--- src/rtl/ea_pkg.sv ---
// Shared types for the effective address sequencer.
// Assumes a 4-bit mode code; codes above MD_POSTIDX are unsupported.
package ea_pkg;

    typedef enum logic [3:0] {
        MD_IMM     = 4'd0,
        MD_DIR     = 4'd1,
        MD_CHAIN   = 4'd2,
        MD_REG     = 4'd3,
        MD_REGPTR  = 4'd4,
        MD_DISP    = 4'd5,
        MD_PCREL   = 4'd6,
        MD_PREIDX  = 4'd7,
        MD_POSTIDX = 4'd8
    } ea_mode_e;

    typedef enum logic [1:0] {
        SRC_A,
        SRC_REG,
        SRC_A_REG,
        SRC_A_PC
    } ea_src_e;

    typedef enum logic [1:0] {
        ST_IDLE,
        ST_RD,
        ST_WT
    } ea_state_e;

    typedef struct packed {
        logic    valid;
        logic    uses_mem;
        logic    nested;
        logic    is_value;
        logic    add_after;
        ea_src_e src;
    } ea_ctrl_t;

endpackage

--- src/rtl/ea_mode_decode.sv ---
// Mode decoder: maps the 4-bit mode code to control fields.
// Purely combinational; assumes the code is stable while start is high.
module ea_mode_decode
    import ea_pkg::*;
(
    input  logic [3:0] mode,
    output ea_ctrl_t   ctrl
);

    // Translate the mode code into datapath and sequencing controls.
    always_comb begin
        ctrl = '{valid: 1'b1, uses_mem: 1'b0, nested: 1'b0,
                 is_value: 1'b0, add_after: 1'b0, src: SRC_A};
        case (mode)
            MD_IMM:     ctrl.is_value = 1'b1;
            MD_DIR:     ctrl.src = SRC_A;
            MD_CHAIN: begin
                ctrl.uses_mem = 1'b1;
                ctrl.nested   = 1'b1;
            end
            MD_REG: begin
                ctrl.src      = SRC_REG;
                ctrl.is_value = 1'b1;
            end
            MD_REGPTR:  ctrl.src = SRC_REG;
            MD_DISP:    ctrl.src = SRC_A_REG;
            MD_PCREL:   ctrl.src = SRC_A_PC;
            MD_PREIDX: begin
                ctrl.uses_mem = 1'b1;
                ctrl.src      = SRC_A_REG;
            end
            MD_POSTIDX: begin
                ctrl.uses_mem  = 1'b1;
                ctrl.add_after = 1'b1;
            end
            default:    ctrl.valid = 1'b0;
        endcase
    end

endmodule

--- src/rtl/ea_addr_unit.sv ---
// Address former: selects the field, register value, or one of two
// modulo-2^W sums. Combinational; inputs come straight from the request.
module ea_addr_unit
    import ea_pkg::*;
#(
    parameter int W = 16
) (
    input  ea_src_e        src,
    input  logic [W-1:0]   addr_a,
    input  logic [W-1:0]   rval,
    input  logic [W-1:0]   pc,
    output logic [W-1:0]   formed
);

    // Pick or add the operands named by the source select.
    always_comb begin
        case (src)
            SRC_A:     formed = addr_a;
            SRC_REG:   formed = rval;
            SRC_A_REG: formed = addr_a + rval;
            SRC_A_PC:  formed = addr_a + pc;
            default:   formed = addr_a;
        endcase
    end

endmodule

--- src/rtl/ea_seq_fsm.sv ---
// Pointer read sequencer: accepts a request when idle, finishes
// non-memory modes at once, and otherwise issues reads, each followed by
// a wait cycle. Assumes memory data is valid in the cycle after mem_re.
module ea_seq_fsm
    import ea_pkg::*;
#(
    parameter int W     = 16,
    parameter int LVL_W = 2
) (
    input  logic             clk,
    input  logic             rst_n,
    input  logic             start,
    input  ea_ctrl_t         ctrl,
    input  logic [LVL_W-1:0] level,
    input  logic [W-1:0]     formed,
    input  logic [W-1:0]     rval,
    input  logic [W-1:0]     mem_rdata,
    output logic             mem_re,
    output logic [W-1:0]     mem_addr,
    output logic             busy,
    output logic             done,
    output logic             err,
    output logic             is_value,
    output logic [W-1:0]     result
);

    ea_state_e        state_q;
    logic [W-1:0]     ptr_q;
    logic [LVL_W-1:0] left_q;
    logic [W-1:0]     rval_q;
    logic             add_after_q;
    logic [W-1:0]     result_q;
    logic             done_q;
    logic             err_q;
    logic             isval_q;
    logic             accept;

    assign accept = start && (state_q == ST_IDLE);

    // Sequencing state, pointer walk and result registers.
    always_ff @(posedge clk) begin
        if (!rst_n) begin
            state_q     <= ST_IDLE;
            ptr_q       <= '0;
            left_q      <= '0;
            rval_q      <= '0;
            add_after_q <= 1'b0;
            result_q    <= '0;
            done_q      <= 1'b0;
            err_q       <= 1'b0;
            isval_q     <= 1'b0;
        end else begin
            done_q <= 1'b0;
            err_q  <= 1'b0;
            case (state_q)
                ST_IDLE: begin
                    if (accept) begin
                        if (!ctrl.valid) begin
                            err_q <= 1'b1;
                        end else if (!ctrl.uses_mem) begin
                            result_q <= formed;
                            isval_q  <= ctrl.is_value;
                            done_q   <= 1'b1;
                        end else begin
                            ptr_q       <= formed;
                            left_q      <= ctrl.nested ? level : '0;
                            rval_q      <= rval;
                            add_after_q <= ctrl.add_after;
                            state_q     <= ST_RD;
                        end
                    end
                end
                ST_RD: state_q <= ST_WT;
                ST_WT: begin
                    if (left_q != '0) begin
                        ptr_q   <= mem_rdata;
                        left_q  <= left_q - 1'b1;
                        state_q <= ST_RD;
                    end else begin
                        result_q <= add_after_q ? (mem_rdata + rval_q) : mem_rdata;
                        isval_q  <= 1'b0;
                        done_q   <= 1'b1;
                        state_q  <= ST_IDLE;
                    end
                end
                default: state_q <= ST_IDLE;
            endcase
        end
    end

    assign mem_re   = (state_q == ST_RD);
    assign mem_addr = ptr_q;
    assign busy     = (state_q != ST_IDLE);
    assign done     = done_q;
    assign err      = err_q;
    assign is_value = isval_q;
    assign result   = result_q;

endmodule

--- src/rtl/ea_sequencer.sv ---
// Effective address sequencer top: decodes the mode, forms the address
// or operand, and sequences pointer reads. Assumes a combinational
// register file read port and a one-cycle-latency memory read port.
module ea_sequencer
    import ea_pkg::*;
#(
    parameter int W      = 16,
    parameter int NREG   = 8,
    parameter int LVL_W  = 2,
    localparam int RSEL_W = $clog2(NREG)
) (
    input  logic              clk,
    input  logic              rst_n,
    input  logic              start,
    input  logic [3:0]        mode,
    input  logic [LVL_W-1:0]  level,
    input  logic [W-1:0]      addr_a,
    input  logic [RSEL_W-1:0] reg_sel,
    input  logic [W-1:0]      pc,
    output logic [RSEL_W-1:0] rf_raddr,
    input  logic [W-1:0]      rf_rdata,
    output logic              mem_re,
    output logic [W-1:0]      mem_addr,
    input  logic [W-1:0]      mem_rdata,
    output logic              busy,
    output logic              done,
    output logic              err,
    output logic              is_value,
    output logic [W-1:0]      result
);

    ea_ctrl_t     ctrl;
    logic [W-1:0] formed;

    assign rf_raddr = reg_sel;

    ea_mode_decode u_dec (
        .mode (mode),
        .ctrl (ctrl)
    );

    ea_addr_unit #(.W(W)) u_addr (
        .src    (ctrl.src),
        .addr_a (addr_a),
        .rval   (rf_rdata),
        .pc     (pc),
        .formed (formed)
    );

    ea_seq_fsm #(.W(W), .LVL_W(LVL_W)) u_fsm (
        .clk       (clk),
        .rst_n     (rst_n),
        .start     (start),
        .ctrl      (ctrl),
        .level     (level),
        .formed    (formed),
        .rval      (rf_rdata),
        .mem_rdata (mem_rdata),
        .mem_re    (mem_re),
        .mem_addr  (mem_addr),
        .busy      (busy),
        .done      (done),
        .err       (err),
        .is_value  (is_value),
        .result    (result)
    );

endmodule

--- config.mk ---
export PLATFORM = sky130hd
export DESIGN_NAME = ea_sequencer
export DESIGN_NICKNAME = d
export VERILOG_FILES = /design/src/rtl/ea_pkg.sv /design/src/rtl/ea_mode_decode.sv /design/src/rtl/ea_addr_unit.sv /design/src/rtl/ea_seq_fsm.sv /design/src/rtl/ea_sequencer.sv
export SDC_FILE = /design/constraint.sdc
export NUM_CORES = 1
export LEC_CHECK = 0
export ABC_CLOCK_PERIOD_IN_PS = 8100
export BUFFER_PORTS_ARGS = -buffer_cell sky130_fd_sc_hd__clkbuf_2
export CAP_MARGIN = 0
export CORE_ASPECT_RATIO = 1.5
export CORE_MARGIN = 4
export CORE_UTILIZATION = 47
export CTS_BUF_LIST = sky130_fd_sc_hd__clkbuf_4
export DETAILED_ROUTE_END_ITERATION = 8
export GPL_TIMING_DRIVEN = 0
export PLACE_DENSITY = 0.69
export SYNTH_ARGS = -nofsm -noshare
export SYNTH_HDL_FRONTEND = slang
export SYNTH_HIERARCHICAL = 1
export SYNTH_SLANG_ARGS = --single-unit
--- constraint.sdc ---
create_clock -name clk -period 8.1 [get_ports clk]
set_input_delay 1.215 -clock clk [delete_from_list [all_inputs] [get_ports clk]]
set_output_delay 1.215 -clock clk [all_outputs]
set_load 0.01 [all_outputs]
==> results of run 1 <==
-- cells by family after synthesis --
kind of cell | Yosys count
DFF | 56
muxes | 39
and+or+nand+nor | 205
buffers and inverters | 45
AOI/OAI and AO/OA | 182
adders and majority gates | 35
xor gates and xnor gates | 26
-- final cells by class --
type                            instances  area (sq um)
Fill cell                             982          4250
Multi-Input combinational cell        487          3300
Sequential cell                        56          1120
Timing Repair Buffer                  111           556
Buffer                                 38           229
Tap cell                              115           144
Clock buffer                            7          52.6
Inverter                                7          26.3
Clock inverter                          1          3.75
Antenna cell                            1          2.50
-- Yosys cell counts, drive strengths merged (2+ instances only) --
cell type	count	area [sq um]
dfxtp	56	1120
inv	7	26.3
or3	6	37.5
nand2b	5	31.3
nor2b	9	56.3
and4b	2	23.8
nor3	6	40.0
a211oi	6	50.1
a21oi	35	175
clkbuf	15	87.6
nand3	19	95.1
o211a	17	170
o21bai	3	22.5
a31oi	6	37.5
o21ai	43	223
and3	6	37.5
fa	2	40.0
a41oi	5	43.8
o21a	5	37.5
o31a	2	17.5
o31ai	2	15.0
mux2i	20	200
mux2	19	214
o311a	3	30.0
xnor2	18	158
nand4	4	25.0
xor2	8	70.1
nor2	28	113
nand2	107	402
a21o	10	76.3
o211ai	9	67.6
a211o	4	36.3
a21boi	21	161
ha	33	413
and2	9	56.3
buf	23	141
-- state kept, by name (all words and copies together) (netlist names) --
signal	cells
u_fsm/is_value	1
u_fsm/left_q	2
u_fsm/rval_q	16
u_fsm/add_after_q	1
u_fsm/result	16
u_fsm/mem_addr	16
u_fsm/done	1
u_fsm/state_q	2
u_fsm/err	1
-- final timing paths --
path,slack (ns),endpoint,startpoint
hold / removal,0.49,u_fsm/rval_q[14],u_fsm/rval_q[14]
setup reg to reg,5.58,u_fsm/result[14],u_fsm/rval_q[0]
setup / recovery,2.77,u_fsm/mem_addr[10],mode[0]
hold reg to reg,0.49,u_fsm/rval_q[14],u_fsm/rval_q[14]
-- metal layers --
layer / vias to the layer above / GRT usage
met5: - / 0
met4: 0 / 0.0745
met3: 22 / 0.0208
met2: 163 / 0.505
met1: 2259 / 0.324
li1: 2362 / -
-- power by group --
group	internal (uW)	total, uW	switching [uW]
registers	288	296	8.13
logic	97.1	224	127
clock network	40.4	129	88.2
-- through the flow --
step / total power (uW) / instances / cell area (sq um)
after CTS: 652 / 822 / 5440
after global routing: 686 / 823 / 5440
after detailed placement: 524 / 814 / 5380
final: 649 / 823 / 5440
after floorplan: 446 / 588 / 4680
after global placement: 520 / 814 / 5380
-- critical path, stage by stage --
cell and delay [ns]:
clkbuf_2 0.13, nand2b_1 0.17, a21oi_1 0.27, buf_2 0.31, nand2_1 0.30, clkbuf_1 0.38, mux2_2 0.38, ha_1 0.34
a21o_1 0.21, a21oi_1 0.25, o21ai_0 0.25, a21boi_0 0.33, o21ai_0 0.14, xor2_1 0.16, nand2_1 0.07, o21ai_0 0.15
and2_1 0.20, a21oi_1 0.13, nand2_1 0.09, o211a_1 0.14
==> impl_results.md, run 1 <==
- Peak VDD IR: between 70 and 80 uV
- XOR/XNOR Fraction of Synth Area: 0.0487
- GPL Wtd Cong: 0.919
- DR WL/cell: ~19 um
- Drt total wl: between 15000 and 20000 um
- CTS Buffer Depth: 2
- Final setup viols: 0
- DRC Markers: 0
- Crit path capture type: flip-flop
- Synth Instances: roughly 600
- H-tree depth: 2
- Main combinational cell family by area after synthesis: compound AO/OA/AOI/OAI gates
- Largest net degree at the start of global routing: 16
- Fraction of layout cells with a size suffix above 1: 0.240
- Via density per instance: 5.84
- Initial DRC Count: 300
- Final WS setup: about 2.8 ns
- Hold Fails Final Rpt: 0
- Post-DRT Antenna Nets: 0
- PortBufs: 111
- # IOs: between 100 and 150
- Hold_buf cts: 0
- Leakage: about 0.0026 uW
- Most frequent cells in the layout: clkbuf_2 (112), nand2_1 (107), dfxtp_1 (56), o21ai_0 (38), a21oi_1 (35)
- Post-synthesis compound-gate area fraction: 0.270
- DR top layer: met4
- Pre-antenna DRT Iters: 5
- Initial antenna violation count: 1
- Final design utilization: 0.561
- FFs w/ async S/R, synth: 0
- Sinks on Clock Net: 56
- Mapped Nets: approximately 700
- Synth-to-Final Area Change: 16.2%
- Unrepaired setup endpoints after global routing: false
- Worst Hold Class: reg2reg
- Met3 Wirelength: approximately 750 um
- Pre-CTS setup slack: 2.38 ns
- Hold path depth: 2
- Final Hold Slack: 0.492 ns
- Fmax: between 150 and 200 MHz
- CP startpoint kind: input port
- Post-synthesis adder-cell area fraction: 0.0968
- EDFF count, synth: 0
- Distinct cells, synth: 66
- Routed met2 length: 8290 um
- Worst Tran Pin Value: roughly 0.7 ns
- Worst-skew pair later-pin latency: about 0.39 ns
- Reg2Reg Depth: 8
- Post-Route Setup TNS: 0 ns
- First-pass GRT wire length: 24100 um
- Met1 wire length: about 6300 um
- Clk slew on worst S/H paths: approximately 0.16 ns
- Die width: 89.5 um
- Syn Area/Cell: 7.96 sq um
- Period utilisation layout: 0.658
- CP Max Fanout: 10
- HPWL after DPL: between 10000 and 15000 um
- Status: completed
- #FFs+latches synth: 56
- Postcts setup bufs: 0
- GRT overflow: 0
- Fin. max-slew vios: 0
- Commonest non-fill, non-tap cell in the layout: clkbuf_2
- GRT Resource Usage Total: 0.271
- CTS Buf Count: 5
- Row Count: 44
- Rel. slew slack: 0.527
- Crit path required time: 8.41 ns
- Initial Util: 0.483
- Top_reg_cell synth: dfxtp_1
- Post-Synth Simple-Gate Area: 0.202
- Vias: between 4k and 5k
- Max-cap viol count: 0
- CTS resizes: 0
- Worst path arrival time: approximately 5.6 ns
- Die area: roughly 0.012 sq mm
- Core area: a little under 0.01 sq mm
- Vias in the first global route: between 4k and 5k
- Final clock skew: between 0.02 and 0.025 ns
- Final min period: 5.33 ns
- Root Driver: clkbuf_4
- CTS tree: yes
- Seq/Total Area, Yosys: 0.240
- PwrDens: 119 mW/mm^2
- Final #Nets: slightly above 800
- Die Y: roughly 130 um
- Mux contribution to synthesized area: 0.0885
- Setup CP Type: in2reg
- Mapped Area: approximately 0.0047 sq mm
- Synth warn: 6
Power figures use the tool's default switching activity.
==> run 2, diff against run 1 <==
--- a/config.mk
+++ b/config.mk
@@ -5,7 +5,7 @@
 export SDC_FILE = /design/constraint.sdc
 export NUM_CORES = 1
 export LEC_CHECK = 0
-export ABC_CLOCK_PERIOD_IN_PS = 8100
+export ABC_CLOCK_PERIOD_IN_PS = 4700
 export BUFFER_PORTS_ARGS = -buffer_cell sky130_fd_sc_hd__clkbuf_2
 export CAP_MARGIN = 0
 export CORE_ASPECT_RATIO = 1.5
@@ -14,7 +14,7 @@
 export CTS_BUF_LIST = sky130_fd_sc_hd__clkbuf_4
 export DETAILED_ROUTE_END_ITERATION = 8
 export GPL_TIMING_DRIVEN = 0
-export PLACE_DENSITY = 0.69
+export PLACE_DENSITY = 0.72
 export SYNTH_ARGS = -nofsm -noshare
 export SYNTH_HDL_FRONTEND = slang
 export SYNTH_HIERARCHICAL = 1
==> constraint.sdc (replaced) <==
create_clock -name clk -period 4.7 [get_ports clk]
set_input_delay 0.705 -clock clk [delete_from_list [all_inputs] [get_ports clk]]
set_output_delay 0.705 -clock clk [all_outputs]
set_load 0.01 [all_outputs]
==> run 2 against run 1 <==
Sequential share of layout area barely moved. Clock-buffer cell count shrank 2. Total power rose by 70%. Critical endpoint is now u_fsm/result[15].
==> impl_results.md, run 2 (same netlist as run 1, synthesis figures left out) <==
- Commonest non-fill, non-tap cell in the layout: clkbuf_2
- Largest net degree at the start of global routing: 17 (+1)
- Initial Util: 0.483 (unchanged)
- Core area: 0.00969 sq mm (unchanged)
- Hold Fails Final Rpt: 0 (unchanged)
- Clk slew on worst S/H paths: 0.14 ns (-0.02 ns)
- Rel. slew slack: 0.513 (-0.0144)
- Via density per instance: 5.84 (about the same)
- DRC Markers: 0 (unchanged)
- Initial DRC Count: 234 (-22%)
- Worst path arrival time: 4.73 ns (-0.91 ns)
- HPWL after DPL: 13100 um (-0.51%)
- GRT Resource Usage Total: 0.273 (+0.00259)
- Post-DRT Antenna Nets: 0 (unchanged)
- CP max stage delay: 0.36 ns (-0.02 ns)
- # IOs: 116 (unchanged)
- Root Driver: clkbuf_4
- Post-Route Setup TNS: 0 ns (unchanged)
- Period utilisation layout: 0.938
- Postcts setup bufs: 0 (unchanged)
- H-tree depth: 2 (unchanged)
- Most frequent cells in the layout: clkbuf_2 (113), nand2_1 (106), dfxtp_1 (56), o21ai_0 (38), a21oi_1 (34)
- Total power: 1100 uW (+70%)
- Worst Hold Class: reg2reg
- Die width: 89.5 um (unchanged)
- Final setup viols: 0 (unchanged)
- Fraction of layout cells with a size suffix above 1: 0.245 (+0.00424)
- Die area: 0.0116 sq mm (unchanged)
- GRT overflow: 0 (unchanged)
- GPL Wtd Cong: 0.898 (-2.3%)
- Pre-antenna DRT Iters: 5 (unchanged)
- Die Y: 130 um (unchanged)
- Synth-to-Final Area Change: 16.3% (about the same)
- Setup CP Type: in2reg
- CP Cell Sequence: clkbuf_2, nor2_1, nor3b_1, buf_1, nand2_2, clkbuf_2, mux2_2, ha_1, o211ai_1, o21a_1, a21bo_1, and4b_4, nor2_4, xnor2_1, a22o_1, a21oi_1, nor2_1, nor3_2, o21ai_0, a41oi_1
- Slowest cell on the critical path: buf_1
- CP Max Fanout: 10 (unchanged)
- CTS tree: yes
- FILL cells: 974 (-0.81%)
- CTS Buffer Depth: 2 (unchanged)
- PwrDens: 203 mW/mm^2 (+70%)
- Leakage: 0.00257 uW (about the same)
- Crit path capture type: flip-flop
- Sequential Area: 0.00112 sq mm (unchanged)
- CP startpoint kind: input port
- Final clock skew: 0.0190 ns (-0.00105 ns)
- Worst-skew pair later-pin latency: 0.40 ns (about the same)
- Multi-input logic area: 0.00331 sq mm (+0.19%)
- Drt total wl: 15500 um (-1.4%)
- Vias in the first global route: 4793 (+3.0%)
- First-pass GRT wire length: 24300 um (+0.48%)
- Peak VDD IR: 108 uV (+46%)
- PortBufs: 111 (unchanged)
- Worst Tran Pin Value: 0.731 ns (+0.0216 ns)
- DR WL/cell: 18.9 um (-1.4%)
- Crit path required time: 5.02 ns (-3.39 ns)
- Final min period: about 4.4 ns
- Initial antenna violation count: 1 (unchanged)
- Status: completed
- CTS Buf Count: 5 (unchanged)
- Reg2Reg Setup Slack: 2.20 ns (-3.38 ns)
- Max-cap viol count: 0 (unchanged)
- Final #Nets: 817 (unchanged)
- Row Count: 44 (unchanged)
- Fin. max-slew vios: 0 (unchanged)
- Unrepaired setup endpoints after global routing: false
- Fmax: ~230 MHz
- Sinks on Clock Net: 56 (unchanged)
- Vias: 4804 (-0.042%)
==> run 2: per-layer routing <==
metal,GRT usage,routed length (um),vias up
met1,0.311,6240,2271
met5,0,0,-
met2,0.509,8190,135
li1,-,-,2370
met4,0.0999,528,0
met3,0.0328,573,28
==> run 2: layout make-up <==
cell class / count / area share
clock inverters: 3 / 0.00253
clock buffers: 5 / 0.00690
plain buffers: 38 / 0.0428
repair buffers: 111 / 0.102
well taps: 115 / 0.0264
multi-input cells: 487 / 0.608
flip-flops and latches: 56 / 0.206
diodes: 1 / 0.000460
inverters: 7 / 0.00483
==> run 2: where the power goes <==
group	total (uW)	switching [uW]	internal, uW
registers	510	14.2	496
clock network	207	152	55.3
logic	388	220	167
==> run 2: worst max-delay path: cells and delay by family <==
family / cells / cell delay [ns]
compound gates: 7 / 1.33
simple gates: 7 / 1.08
buf+inv: 3 / 0.80
fa+ha+maj: 1 / 0.35
mux: 1 / 0.33
xor+xnor: 1 / 0.10
==> run 2: per-stage QoR <==
stage	hold WS, ns	setup WS [ns]	cell area, sq um	util	cells
3_3_place_gp	0.462	-0.414	5380	0.555	814
5_1_grt	0.512	0.0324	5440	0.562	823
2_1_floorplan	0.447	0.552	4680	-	588
4_1_cts	0.490	0.0326	5430	0.561	822
3_5_place_dp	0.469	-0.498	5380	0.555	814
6_report	0.487	0.291	5440	0.562	823
==> run 2: final timing paths <==
path / startpoint / to / depth (start not counted)
min reg2reg: u_fsm/rval_q[14] / u_fsm/rval_q[14] / 2
max reg2reg: u_fsm/rval_q[0] / u_fsm/result[14] / 8
max: mode[0] / u_fsm/result[15] / 20
min: u_fsm/rval_q[14] / u_fsm/rval_q[14] / 2
==> run 2: repair_timing <==
item	CTS	global route
hold buffers	0	0
resized for setup	1	4
setup endpoints to repair	2	8
cloned	0	0
